**config.mk**
```make
export PLATFORM = sky130hd
export DESIGN_NAME = pit_channel
export DESIGN_NICKNAME = d
export VERILOG_FILES = /design/src/rtl/pit_pkg.sv /design/src/rtl/pit_edge_sync.sv /design/src/rtl/pit_bus_if.sv /design/src/rtl/pit_count_core.sv /design/src/rtl/pit_channel.sv
export SDC_FILE = /design/constraint.sdc
export NUM_CORES = 1
export LEC_CHECK = 0
export BUFFER_PORTS_ARGS = -buffer_cell sky130_fd_sc_hd__clkbuf_2
export CORE_MARGIN = 2
export CORE_UTILIZATION = 43
export DETAILED_ROUTE_END_ITERATION = 8
export PLACE_DENSITY = 0.7
export SYNTH_ARGS = -nofsm -noshare
export SYNTH_HDL_FRONTEND = slang
export SYNTH_SLANG_ARGS = --single-unit
```
**constraint.sdc**
```tcl
create_clock -name clk_i -period 3.71 [get_ports clk_i]
set_clock_uncertainty 0.2 [all_clocks]
set_input_delay 0.371 -clock clk_i [delete_from_list [all_inputs] [get_ports clk_i]]
set_output_delay 0.371 -clock clk_i [all_outputs]
set_load 0.01 [all_outputs]
```
**src/rtl/pit_pkg.sv**
```systemverilog
package pit_pkg;
  localparam int CNT_W  = 16;
  localparam int BYTE_W = 8;
  localparam int DIGITS = CNT_W / 4;

  localparam logic [2:0] M_TC     = 3'd0;
  localparam logic [2:0] M_ONESHT = 3'd1;
  localparam logic [2:0] M_RATE   = 3'd2;
  localparam logic [2:0] M_SQUARE = 3'd3;
  localparam logic [2:0] M_SWSTB  = 3'd4;
  localparam logic [2:0] M_HWSTB  = 3'd5;

  typedef enum logic [1:0] {
    ACC_LATCH = 2'd0,
    ACC_LO    = 2'd1,
    ACC_HI    = 2'd2,
    ACC_WORD  = 2'd3
  } pit_acc_e;

  typedef struct packed {
    logic [1:0] sel;
    pit_acc_e   acc;
    logic [2:0] mode;
    logic       bcd;
  } pit_ctrl_t;

  // codes 6 and 7 alias the two periodic modes
  function automatic logic [2:0] norm_mode(input logic [2:0] m);
    return (m[2:1] == 2'b11) ? {1'b0, m[1:0]} : m;
  endfunction

  function automatic logic [CNT_W-1:0] cnt_dec(input logic [CNT_W-1:0] v, input logic bcd);
    logic [CNT_W-1:0] r;
    logic borrow;
    r = v;
    if (!bcd) begin
      r = v - 1'b1;
    end else begin
      borrow = 1'b1;
      for (int i = 0; i < DIGITS; i++) begin
        if (borrow) begin
          if (v[4*i +: 4] == 4'd0) begin
            r[4*i +: 4] = 4'd9;
          end else begin
            r[4*i +: 4] = v[4*i +: 4] - 4'd1;
            borrow = 1'b0;
          end
        end
      end
    end
    return r;
  endfunction
endpackage

```
**src/rtl/pit_edge_sync.sv**
```systemverilog
module pit_edge_sync #(
  parameter int STAGES = 2
) (
  input  logic clk_i,
  input  logic rst_ni,
  input  logic d_i,
  output logic level_o,
  output logic rise_o
);
  logic [STAGES-1:0] sync_q;
  logic              last_q;

  generate
    if (STAGES == 1) begin : g_one
      always_ff @(posedge clk_i or negedge rst_ni) begin
        if (!rst_ni) sync_q <= '0;
        else         sync_q <= d_i;
      end
    end else begin : g_chain
      always_ff @(posedge clk_i or negedge rst_ni) begin
        if (!rst_ni) sync_q <= '0;
        else         sync_q <= {sync_q[STAGES-2:0], d_i};
      end
    end
  endgenerate

  always_ff @(posedge clk_i or negedge rst_ni) begin
    if (!rst_ni) last_q <= 1'b0;
    else         last_q <= level_o;
  end

  assign level_o = sync_q[STAGES-1];
  assign rise_o  = level_o & ~last_q;

  AST_RISE_SPACED: assert property (@(posedge clk_i) disable iff (!rst_ni)
    rise_o |=> !rise_o);
endmodule

```
**src/rtl/pit_bus_if.sv**
```systemverilog
module pit_bus_if
  import pit_pkg::*;
#(
  parameter int CH_IDX = 0
) (
  input  logic              clk_i,
  input  logic              rst_ni,
  input  logic              wr_i,
  input  logic              rd_i,
  input  logic              addr_i,
  input  logic [BYTE_W-1:0] wdata_i,
  input  logic [CNT_W-1:0]  count_i,
  output logic [2:0]        mode_o,
  output logic              bcd_o,
  output logic [CNT_W-1:0]  cr_o,
  output logic              prog_o,
  output logic [2:0]        new_mode_o,
  output logic              load_o,
  output logic [BYTE_W-1:0] rdata_o
);
  pit_ctrl_t        cw;
  pit_acc_e         acc_q;
  logic [2:0]       mode_q;
  logic             bcd_q;
  logic [CNT_W-1:0] cr_q;
  logic             hi_q;
  logic             latched_q;
  logic [CNT_W-1:0] latch_val_q;
  logic             ctrl_hit, latch_cmd, prog_cmd, data_wr, data_rd;
  logic [CNT_W-1:0] rd_src;

  assign cw        = pit_ctrl_t'(wdata_i);
  assign ctrl_hit  = wr_i & addr_i & (cw.sel == 2'(CH_IDX));
  assign latch_cmd = ctrl_hit & (cw.acc == ACC_LATCH);
  assign prog_cmd  = ctrl_hit & (cw.acc != ACC_LATCH);
  assign data_wr   = wr_i & ~addr_i;
  assign data_rd   = rd_i & ~addr_i & ~wr_i;

  always_ff @(posedge clk_i or negedge rst_ni) begin
    if (!rst_ni) begin
      acc_q       <= ACC_WORD;
      mode_q      <= M_TC;
      bcd_q       <= 1'b0;
      cr_q        <= '0;
      hi_q        <= 1'b0;
      latched_q   <= 1'b0;
      latch_val_q <= '0;
    end else if (prog_cmd) begin
      acc_q     <= cw.acc;
      mode_q    <= cw.mode;
      bcd_q     <= cw.bcd;
      hi_q      <= 1'b0;
      latched_q <= 1'b0;
    end else begin
      if (latch_cmd && !latched_q) begin
        latched_q   <= 1'b1;
        latch_val_q <= count_i;
      end
      if (data_wr) begin
        unique case (acc_q)
          ACC_LO: cr_q <= {{(CNT_W-BYTE_W){1'b0}}, wdata_i};
          ACC_HI: cr_q <= {wdata_i, {BYTE_W{1'b0}}};
          default: begin
            if (hi_q) cr_q[CNT_W-1:BYTE_W] <= wdata_i;
            else      cr_q[BYTE_W-1:0]     <= wdata_i;
            hi_q <= ~hi_q;
          end
        endcase
      end else if (data_rd) begin
        if (acc_q == ACC_WORD) begin
          hi_q <= ~hi_q;
          if (hi_q) latched_q <= 1'b0;
        end else begin
          latched_q <= 1'b0;
        end
      end
    end
  end

  assign rd_src  = latched_q ? latch_val_q : count_i;
  assign rdata_o = ((acc_q == ACC_HI) || (acc_q == ACC_WORD && hi_q)) ?
                   rd_src[CNT_W-1:BYTE_W] : rd_src[BYTE_W-1:0];

  assign mode_o     = mode_q;
  assign bcd_o      = bcd_q;
  assign cr_o       = cr_q;
  assign prog_o     = prog_cmd;
  assign new_mode_o = cw.mode;
  assign load_o     = data_wr & ((acc_q != ACC_WORD) | hi_q);

  AST_LATCH_HOLD: assert property (@(posedge clk_i) disable iff (!rst_ni)
    (latched_q && !data_rd && !prog_cmd) |=> (latched_q && $stable(latch_val_q)));
  AST_WORD_TOGGLE: assert property (@(posedge clk_i) disable iff (!rst_ni)
    (data_wr && acc_q == ACC_WORD && !hi_q) |=> hi_q);
  AST_TOGGLE_WORD_ONLY: assert property (@(posedge clk_i) disable iff (!rst_ni)
    hi_q |-> (acc_q == ACC_WORD));
endmodule

```
**src/rtl/pit_count_core.sv**
```systemverilog
module pit_count_core
  import pit_pkg::*;
(
  input  logic             clk_i,
  input  logic             rst_ni,
  input  logic             tick_i,
  input  logic             gate_lvl_i,
  input  logic             gate_rise_i,
  input  logic [2:0]       mode_i,
  input  logic             bcd_i,
  input  logic [CNT_W-1:0] cr_i,
  input  logic             prog_i,
  input  logic [2:0]       new_mode_i,
  input  logic             load_i,
  output logic [CNT_W-1:0] count_o,
  output logic             out_o
);
  logic [CNT_W-1:0] count_q, c_n, dec1, dec2, cr_low;
  logic             out_q, run_q, lp_q, tp_q, armed_q;
  logic             o_n, r_n, lp_n, tp_n;
  logic [2:0]       eff_mode;
  logic             is_hw, is_periodic;

  assign eff_mode    = norm_mode(mode_i);
  assign is_hw       = (eff_mode == M_ONESHT) || (eff_mode == M_HWSTB);
  assign is_periodic = (eff_mode == M_RATE) || (eff_mode == M_SQUARE);
  assign dec1        = cnt_dec(count_q, bcd_i);
  assign dec2        = cnt_dec(dec1, bcd_i);
  // low half of an odd square-wave period is one tick shorter
  assign cr_low      = cr_i[0] ? cnt_dec(cr_i, bcd_i) : cr_i;

  always_comb begin
    c_n  = count_q;
    o_n  = out_q;
    r_n  = run_q;
    lp_n = lp_q;
    tp_n = tp_q;
    unique case (eff_mode)
      M_TC: begin
        if (lp_q) begin
          c_n = cr_i; lp_n = 1'b0; r_n = 1'b1;
        end else if (run_q && gate_lvl_i) begin
          c_n = dec1;
          if (dec1 == '0) o_n = 1'b1;
        end
      end
      M_ONESHT: begin
        if (tp_q) begin
          c_n = cr_i; o_n = 1'b0; r_n = 1'b1; tp_n = 1'b0;
        end else if (run_q) begin
          c_n = dec1;
          if (dec1 == '0) begin o_n = 1'b1; r_n = 1'b0; end
        end
      end
      M_RATE: begin
        if (lp_q || (tp_q && run_q)) begin
          c_n = cr_i; o_n = 1'b1; r_n = 1'b1; lp_n = 1'b0; tp_n = 1'b0;
        end else if (run_q && gate_lvl_i) begin
          if (dec1 == '0) begin
            c_n = cr_i; o_n = 1'b1;
          end else begin
            c_n = dec1; o_n = (dec1 != CNT_W'(1));
          end
        end
      end
      M_SQUARE: begin
        if (lp_q || (tp_q && run_q)) begin
          c_n = cr_i; o_n = 1'b1; r_n = 1'b1; lp_n = 1'b0; tp_n = 1'b0;
        end else if (run_q && gate_lvl_i) begin
          if (count_q == CNT_W'(1) || count_q == CNT_W'(2)) begin
            o_n = ~out_q;
            c_n = out_q ? cr_low : cr_i;
          end else begin
            c_n = dec2;
          end
        end
      end
      M_SWSTB: begin
        if (lp_q) begin
          c_n = cr_i; o_n = 1'b1; r_n = 1'b1; lp_n = 1'b0;
        end else begin
          if (!out_q) o_n = 1'b1;
          if (run_q && gate_lvl_i) begin
            c_n = dec1;
            if (dec1 == '0) begin o_n = 1'b0; r_n = 1'b0; end
          end
        end
      end
      default: begin
        if (tp_q) begin
          c_n = cr_i; o_n = 1'b1; r_n = 1'b1; tp_n = 1'b0;
        end else begin
          if (!out_q) o_n = 1'b1;
          if (run_q) begin
            c_n = dec1;
            if (dec1 == '0) begin o_n = 1'b0; r_n = 1'b0; end
          end
        end
      end
    endcase
  end

  always_ff @(posedge clk_i or negedge rst_ni) begin
    if (!rst_ni) begin
      count_q <= '0;
      out_q   <= 1'b0;
      run_q   <= 1'b0;
      lp_q    <= 1'b0;
      tp_q    <= 1'b0;
      armed_q <= 1'b0;
    end else if (prog_i) begin
      run_q   <= 1'b0;
      lp_q    <= 1'b0;
      tp_q    <= 1'b0;
      armed_q <= 1'b0;
      out_q   <= (norm_mode(new_mode_i) != M_TC);
    end else begin
      if (tick_i) begin
        count_q <= c_n;
        out_q   <= o_n;
        run_q   <= r_n;
        lp_q    <= lp_n;
        tp_q    <= tp_n;
      end
      if (load_i) begin
        if (is_hw) armed_q <= 1'b1;
        else       lp_q    <= 1'b1;
        if (eff_mode == M_TC) out_q <= 1'b0;
      end
      if (gate_rise_i && ((is_hw && armed_q) || (is_periodic && run_q))) tp_q <= 1'b1;
    end
  end

  assign count_o = count_q;
  assign out_o   = out_q;

  AST_PROG_INIT: assert property (@(posedge clk_i) disable iff (!rst_ni)
    prog_i |=> (out_q == (eff_mode != M_TC)));
  AST_TC_HELD: assert property (@(posedge clk_i) disable iff (!rst_ni)
    (eff_mode == M_TC && out_q && !prog_i && !load_i) |=> out_q);
  AST_STROBE_ONE_TICK: assert property (@(posedge clk_i) disable iff (!rst_ni)
    ((eff_mode == M_SWSTB || eff_mode == M_HWSTB) && !out_q && tick_i && !prog_i) |=> out_q);
  AST_GATE_HOLD: assert property (@(posedge clk_i) disable iff (!rst_ni)
    (tick_i && !gate_lvl_i && !is_hw && !lp_q && !tp_q && !prog_i) |=> $stable(count_q));
endmodule

```
**src/rtl/pit_channel.sv**
```systemverilog
module pit_channel
  import pit_pkg::*;
#(
  parameter int CH_IDX      = 0,
  parameter int SYNC_STAGES = 2
) (
  input  logic              clk_i,
  input  logic              rst_ni,
  input  logic              wr_i,
  input  logic              rd_i,
  input  logic              addr_i,
  input  logic [BYTE_W-1:0] wdata_i,
  output logic [BYTE_W-1:0] rdata_o,
  input  logic              cnt_clk_i,
  input  logic              gate_i,
  output logic              out_o
);
  logic             tick, clk_lvl, gate_lvl, gate_rise;
  logic [2:0]       mode, new_mode;
  logic             bcd, prog, load;
  logic [CNT_W-1:0] cr, count;

  pit_edge_sync #(.STAGES(SYNC_STAGES)) u_clk_sync (
    .clk_i(clk_i), .rst_ni(rst_ni), .d_i(cnt_clk_i), .level_o(clk_lvl), .rise_o(tick)
  );

  pit_edge_sync #(.STAGES(SYNC_STAGES)) u_gate_sync (
    .clk_i(clk_i), .rst_ni(rst_ni), .d_i(gate_i), .level_o(gate_lvl), .rise_o(gate_rise)
  );

  pit_bus_if #(.CH_IDX(CH_IDX)) u_bus (
    .clk_i(clk_i), .rst_ni(rst_ni), .wr_i(wr_i), .rd_i(rd_i), .addr_i(addr_i),
    .wdata_i(wdata_i), .count_i(count), .mode_o(mode), .bcd_o(bcd), .cr_o(cr),
    .prog_o(prog), .new_mode_o(new_mode), .load_o(load), .rdata_o(rdata_o)
  );

  pit_count_core u_core (
    .clk_i(clk_i), .rst_ni(rst_ni), .tick_i(tick), .gate_lvl_i(gate_lvl),
    .gate_rise_i(gate_rise), .mode_i(mode), .bcd_i(bcd), .cr_i(cr), .prog_i(prog),
    .new_mode_i(new_mode), .load_i(load), .count_o(count), .out_o(out_o)
  );

  AST_TICK_NEEDS_LEVEL: assert property (@(posedge clk_i) disable iff (!rst_ni)
    tick |-> clk_lvl);
endmodule

```
---- Word level (Yosys, flattened, before mapping) ----
Cells that the tools add are included.
operators by class
  add/sub/neg operators ................... 15
  equality and inequality tests ........... 25
  multiplexer cells ....................... 124
  bitwise gates (word level) .............. 18
  reductions and logical operators ........ 51
operator list
  cell                                                                      count
  16-bit two-way mux                                                        16
  4-bit two-way mux                                                         21
  1-bit two-way mux                                                         76
  4-bit zero test                                                           12
  16-bit one-hot mux with 3 select lines                                    1
  16-bit by 1-bit subtractor with 16-bit output, second input constant      3
  4-bit by 1-bit subtractor with 4-bit output, second input constant        12
  16-bit one-hot mux with 2 select lines                                    1
  8-bit two-way mux                                                         3
  16-bit by 1-bit == test with 1-bit output, second input constant          1
  16-bit by 2-bit == test with 1-bit output, second input constant          1
  16-bit zero test                                                          1
  16-bit by 1-bit inequality test with 1-bit output, second input constant  1
  3-bit nonzero test                                                        5
  3-bit inequality test, second input constant                              4
  3-bit AND reduction                                                       4
  1-bit AND                                                                 10
  3-bit by 1-bit inequality test with 1-bit output, second input constant   3
  2-bit == test, second input constant                                      4
  4-bit by 2-bit inequality test with 1-bit output, second input constant   2
  2-bit nonzero test                                                        4
  1-bit logical AND                                                         7
  1-bit inverter                                                            7
  3-bit by 2-bit == test with 1-bit output, second input constant           2
  20 further kinds                                                          32
storage, ports and cells
  flip-flop bits (word level) ............. 67
  input port bits ......................... 15
  output and inout bits ................... 9
  logic and storage cells ................. 251

---- Logic depth before layout (Yosys ltp) ----
  depth in word-level cells ............... 22
  gate-level depth with buffers ........... 16
  depth with buffers taken out ............ 13

---- Modules after synthesis ----
From an unflattened synthesis, not the netlist that was laid out.
second synthesis, totals
  cells, all modules ...................... 644
  area, all modules ....................... 5509.0 um^2
modules (own cells, without submodules)
  module          times used  cells an instance  area an instance (um^2)  seq. area each (um^2)
  pit_count_core  1           475                3293.2                   525.5
  pit_bus_if      1           161                2038.2                   1003.5
  pit_edge_sync   2           4                  88.8                     75.1

---- Least setup slack after synthesis ----
OpenSTA, ideal clock, no wires.
  kind .................................... register -> register
  start ................................... reg u_core.count_q[0] (netlist: u_core.count_o[0])
  end ..................................... reg u_core.count_q[12] (netlist: u_core.count_o[12])
  library setup time ...................... 126 ps
  arrival time ............................ 3662 ps
  required time ........................... 3384 ps
  setup slack ............................. -279 ps
  cell stages (with the launch flop) ...... 17
  path buffers ............................ 3
  period minus slack after synthesis ...... 3989 ps
  cells stage by stage .................... dfrtp_1 > clkbuf_1 > inv_1 > ha_1 > buf_2 > or3b_2 > o41ai_1 > o311ai_0 > nand2_1 > ha_1 > inv_1 > nor4_4 > and4_4 > buf_6 > or3_1 > a21oi_1 > o32a_1
between the ends
  word-level cells in the longest chain between the ends .. 17
  elaborated cells on any way between the ends .. 46
  those cells by class .................... 4 x add/sub; 2 x eq/ne; 33 x mux; 7 x reduce/logical
RTL lines
  item                                                                                    RTL line               RTL
  start: declaration                                                                      pit_count_core.sv:18   logic [CNT_W-1:0] count_q, c_n, dec1, dec2, cr_low;
  start signal: assignment                                                                pit_count_core.sv:119  count_q <= c_n;
  branches (longest 16 deep; another with 16-bit by 1-bit subtractor with 16-bit output)  -
  16-bit one-hot mux with 3 select lines *                                                pit_count_core.sv:38   unique case (eff_mode)
Mark *: on every way between the ends. The select of a mux whose other input is x is not followed.
A chain may end at the register's enable or synchronous reset.

---- Worst setup path after layout ----
  start ................................... reg u_core.count_q[8] (netlist: u_core.count_o[8])
  end ..................................... reg u_core.count_q[1] (netlist: u_core.count_o[1])
between the ends
  word-level cells in the longest chain between the ends .. 11
  elaborated cells on any way between the ends .. 21
  those cells by class .................... 2 x add/sub; 2 x eq/ne; 14 x mux; 3 x reduce/logical
RTL lines
  item                                                                                    RTL line
  branches (longest 10 deep; another with 16-bit by 1-bit subtractor with 16-bit output)  -
  16-bit one-hot mux with 3 select lines *                                                pit_count_core.sv:38
Marked as above.

==> summary.log <==
INFO  yosys          adder_and_majority_cell_fraction_of_the_synthesized_area=2.38%
INFO  routing        finalWirelength=16300um
INFO  pwr            power_frac_clock=18.9%
INFO  critical_path  path_delay_family=simple AND/OR/NAND/NOR gates
INFO  yosys          synth_simple_gate_area_share=24.0%
INFO  clock_network  clkLatencyLatePin=0.35ns
INFO  floorplan      die_width=114um
INFO  yosys          flip_flop_cell_with_the_highest_count_after_synthesis=sky130_fd_sc_hd__dfrtp_1
INFO  routing        drcViolationCount=0
INFO  timing         setup_viol=0
INFO  yosys          synthesis.instances=623
INFO  yosys          synthXorXnorAreaFrac=2.34%
INFO  timing         max_transition_viols_final=0
INFO  timing         finalSetupTns=0ns
INFO  yosys          synth.lib_cells_used.distinct=80
INFO  clock_network  clk_pin_slew=0.06ns
INFO  worst_hold_path worst_hold_path.endpoint=u_bus.latched_q$_DFF_PN0_
INFO  pwr            total_power=0.00502W
INFO  critical_path  r2r_setup_slack=0.18ns
INFO  pwr            switch_pwr=0.00232W
INFO  critical_path  destination_of_the_worst_register_to_register_timing_path=u_core.count_o[1]$_DFFE_PN0P_
INFO  floorplan      num_io_pins=24
INFO  placed_design  gpl.final_weighted_congestion=0.961
INFO  yosys          async_set_or_reset_flop_fraction_in_the_synthesized_netlist=100%
INFO  timing         post-route-worst-setup-slack=0.184ns
INFO  floorplan      num_rows=40
INFO  critical_path  type_of_element_launching_the_critical_path=flip-flop
INFO  yosys          syn-num-nets=648
INFO  yosys          count_of_yosys_warnings_during_synthesis=0
INFO  pwr            p_leak=2.40nW
INFO  floorplan      floorplan.core_area=0.0120mm2
INFO  yosys          post_synth.cell_area_avg=8.42um2
INFO  global_route   gr-total-overflow=0
INFO  global_route   antenna_violations_before_repair=0
INFO  critical_path  rr_startpoint=u_core.count_o[8]$_DFFE_PN0P_
INFO  placed_design  dp.final_hpwl=11700um
INFO  critical_path  critical_path.endpoint_type=flip-flop
INFO  clock_network  tritoncts=yes
INFO  worst_hold_path hold_class=input port to flip-flop
INFO  finish         n_antenna_cell=0
INFO  finish         syn2layout_area_growth=14.7%
INFO  yosys          synth_top_area_share=31.0%
INFO  pwr            power.share.combinational=52.8%
INFO  finish         nets=677
INFO  routing        dr_total_vias=5183
INFO  placed_design  place.port_buffers=23
INFO  finish         fin_util=50.3%
INFO  critical_path  slowest_stage=sky130_fd_sc_hd__nor4_1
INFO  clock_network  numClockSinks=67
INFO  pwr            p_per_area=834mW/mm2
INFO  placed_design  placement.cell_area=0.00562mm2
INFO  clock_network  ctsHtreeMaxLevel=3
INFO  yosys          syn-cell-area=0.00525mm2
INFO  global_route   grt_max_degree=47
INFO  critical_path  arrival=3.55ns
INFO  timing         min_tclk_post_route=3.53ns
INFO  flow_run       timing.max_cap.violations=0
INFO  clock_network  cts_inserted_buffers=9
INFO  critical_path  worst_path_most_repeated_cell=sky130_fd_sc_hd__buf_4
INFO  critical_path  critical_path.max_stage_delay=0.62ns
INFO  routing        detail_route.vias_per_cell=6.45
INFO  critical_path  worstPathRequired=3.73ns
INFO  timing         worst_slew_pin_slew=1.17ns
INFO  timing         slew-limit-headroom=21.8%
INFO  pwr            p_int=0.00270W
INFO  finish         post-route-cell-area=0.00602mm2
INFO  critical_path  worstPathMaxFanout=14
INFO  pwr            vdd.ir_drop.worst=0.518mV
INFO  timing         achievable_clock_frequency=284MHz
INFO  finish         post_route_cells_drive_above_1_share=20.2%
INFO  worst_hold_path hold_path.startpoint=rd_i
INFO  yosys          library_cell_occupying_the_most_area_in_the_post_synthesis_netlist=sky130_fd_sc_hd__dfrtp_1
INFO  floorplan      design.die.area=0.0131mm2
INFO  yosys          synth_compound_gate_area_share=24.2%
INFO  yosys          netlist_top_cells_area=sky130_fd_sc_hd__dfrtp_1 (31%), sky130_fd_sc_hd__nand2_1 (6.3%), sky130_fd_sc_hd__o21ai_0 (4.3%), sky130_fd_sc_hd__a21oi_1 (4.1%), sky130_fd_sc_hd__mux2_2 (3.9%)
INFO  routing        detail_route.iter0.violations=563
INFO  floorplan      start_util=43.9%
INFO  clock_network  clock_path_buffers=2
INFO  routing        pre_repair_dr_iteration_count=5
INFO  yosys          synth_top_family_by_area=compound AO/OA/AOI/OAI gates
INFO  pwr            power.switching_fraction=46.2%
INFO  outcome        outcome=finished clean
INFO  routing        wl_per_instance=20.2um
INFO  yosys          synth_seq_cells=67
INFO  critical_path  critical_path_class=flip-flop to flip-flop
INFO  yosys          ys_seq_area_share=32.0%
INFO  critical_path  cp_cell_sequence=buf_4 > nor4_4 > nand4_1 > nor4_1 > nor4_4 > buf_4 > a31oi_4 > buf_4 > mux2_2 > a21oi_1 > a21oi_1
INFO  global_route   first_global_vias=4928
INFO  global_route   gr-usage-all-layers=26.1%
INFO  placed_design  pre_cts_slack=0.147ns
INFO  global_route   grt_pass1_wl=26400um
INFO  yosys          post_synthesis_mux_area_share=10.1%
INFO  floorplan      die-height=114um
INFO  pwr            p_seq_share=28.3%
INFO  yosys          synth-edff-count=0
INFO  timing         timing_hold_violations_final=0
INFO  routing        postRouteAntennaNets=0
INFO  clock_network  cts_root_buf=sky130_fd_sc_hd__clkbuf_16
INFO  critical_path  rr_worst_depth=11
INFO  timing         post-route-period-util=95.0%
INFO  worst_hold_path whs_path_depth=2
INFO  critical_path  path_buf_inv=3
-- Yosys cell counts, types with 3 or more instances --
cell	count
sky130_fd_sc_hd__nand2_1	88
sky130_fd_sc_hd__dfrtp_1	65
sky130_fd_sc_hd__nor2_1	47
sky130_fd_sc_hd__o21ai_0	45
sky130_fd_sc_hd__a21oi_1	43
sky130_fd_sc_hd__clkbuf_1	25
sky130_fd_sc_hd__mux2_2	18
sky130_fd_sc_hd__nor3_1	18
sky130_fd_sc_hd__inv_1	15
sky130_fd_sc_hd__a211oi_1	13
sky130_fd_sc_hd__a31oi_1	13
sky130_fd_sc_hd__mux2i_1	13
sky130_fd_sc_hd__nand3_1	12
sky130_fd_sc_hd__nand4_1	12
sky130_fd_sc_hd__ha_1	10
sky130_fd_sc_hd__o211ai_1	10
sky130_fd_sc_hd__or3_1	9
sky130_fd_sc_hd__buf_2	8
sky130_fd_sc_hd__xnor2_1	8
sky130_fd_sc_hd__mux4_2	7
sky130_fd_sc_hd__nand2b_1	7
sky130_fd_sc_hd__nor2b_1	7
sky130_fd_sc_hd__nor4_1	7
sky130_fd_sc_hd__o31ai_1	7
sky130_fd_sc_hd__xor2_1	6
sky130_fd_sc_hd__buf_1	5
sky130_fd_sc_hd__or2_2	5
sky130_fd_sc_hd__a21o_1	4
sky130_fd_sc_hd__a221oi_1	4
sky130_fd_sc_hd__a22oi_1	4
sky130_fd_sc_hd__and2_1	4
sky130_fd_sc_hd__buf_6	4
sky130_fd_sc_hd__nor4_4	4
sky130_fd_sc_hd__o21a_1	4
sky130_fd_sc_hd__o21ai_1	4
sky130_fd_sc_hd__o22ai_1	4
sky130_fd_sc_hd__o31a_1	4
sky130_fd_sc_hd__and3_1	3
sky130_fd_sc_hd__nand3b_1	3
sky130_fd_sc_hd__nor3b_1	3
sky130_fd_sc_hd__o221ai_1	3
sky130_fd_sc_hd__o32a_1	3
-- layer usage --
| metal | part of all wire, % | global-route usage (%) | up-vias |
|---|---|---|---|
| li1 | - | - | 2382 |
| met1 | 43 | 34.6 | 2462 |
| met2 | 46 | 41.2 | 295 |
| met3 | 7.9 | 5.77 | 44 |
| met4 | 2.8 | 10.9 | 0 |
| met5 | 0 | 0 | - |
-- cells in the final DEF, fill, tap and decap left out, drive strengths merged, types with 13 or more instances in the layout --
cell type and instances:
nand2 89, dfrtp 65, inv 15, buf 37, nor2 47, clkbuf 34, nor3 19, a31oi 14
a211oi 14, mux2 19, mux2i 13, o21ai 49, a21oi 43
-- power by group through the flow --
stage	sequential, W	clock [W]	combinational (W)
floorplan	0.00124	0	0.00189
detailed placement	0.00141	0	0.00255
CTS	0.00139	0.000960	0.00257
global placement	0.00138	0	0.00250
finish	0.00142	0.000949	0.00265
global route	0.00146	0.000996	0.00290
-- what timing repair did --
item / in CTS / in global routing
resized for setup: 0 / 7
hold endpoints to repair: 2 / 0
setup buffers: 0 / 2
hold buffers: 2 / 0
endpoints found under the setup margin: 0 / 6
-- flip-flops by register name (all words and copies together), names as in the netlist --
signal,count
u_core.armed_q,1
u_gate_sync.last_q,1
u_core.lp_q,1
u_bus.hi_q,1
u_core.run_q,1
u_bus.acc_q,2
u_gate_sync.sync_q,2
u_bus.latched_q,1
u_bus.bcd_o,1
u_bus.latch_val_q,16
u_core.count_o,16
u_clk_sync.sync_q,2
u_core.tp_q,1
u_bus.cr_o,16
u_clk_sync.last_q,1
u_bus.mode_o,3
u_core.out_o,1
-- cells by family (layout without fill, tap and decap cells) --
family	Yosys count	after routing
AND/OR/NAND/NOR	242	242
AO/OA/AOI/OAI	191	191
XOR/XNOR	14	14
adder cells (fa/ha/maj)	10	10
flip-flops	67	67
buffers and inverters	59	93
multiplexers	40	40
-- stage by stage --
stage / std cells / hold slack, ns
4_1_cts: 802 / 0.0354
5_1_grt: 804 / 0.0362
6_report: 804 / 0.0413
3_3_place_gp: 784 / 0.135
2_1_floorplan: 623 / -0.125
3_5_place_dp: 784 / 0.143
-- worst max-delay path by stage --
stage	end	slack, ns	start	depth (start not counted)
after detailed placement	u_core.count_o[3]$_DFFE_PN0P_	0.15	u_core.count_o[1]$_DFFE_PN0P_	14
after global placement	u_core.count_o[1]$_DFFE_PN0P_	0.24	u_core.count_o[1]$_DFFE_PN0P_	14
final	u_core.count_o[1]$_DFFE_PN0P_	0.18	u_core.count_o[8]$_DFFE_PN0P_	11
after global routing	u_core.count_o[1]$_DFFE_PN0P_	-0.03	u_core.count_o[4]$_DFFE_PN0P_	15
after floorplan	u_core.count_o[12]$_DFFE_PN0P_	0.03	u_core.count_o[0]$_DFFE_PN0P_	16
after CTS	u_core.count_o[3]$_DFFE_PN0P_	0.13	u_core.count_o[1]$_DFFE_PN0P_	14
-- area by class of cell --
cell class                      count  area, um2
Clock buffer                       12        246
Clock inverter                      4       75.1
Fill cell                        1106       5940
Inverter                           16       60.1
Multi-Input combinational cell    497       3370
Sequential cell                    67       1680
Tap cell                          147        184
Timing Repair Buffer               61        405
(Power assumes the default switching activity.)
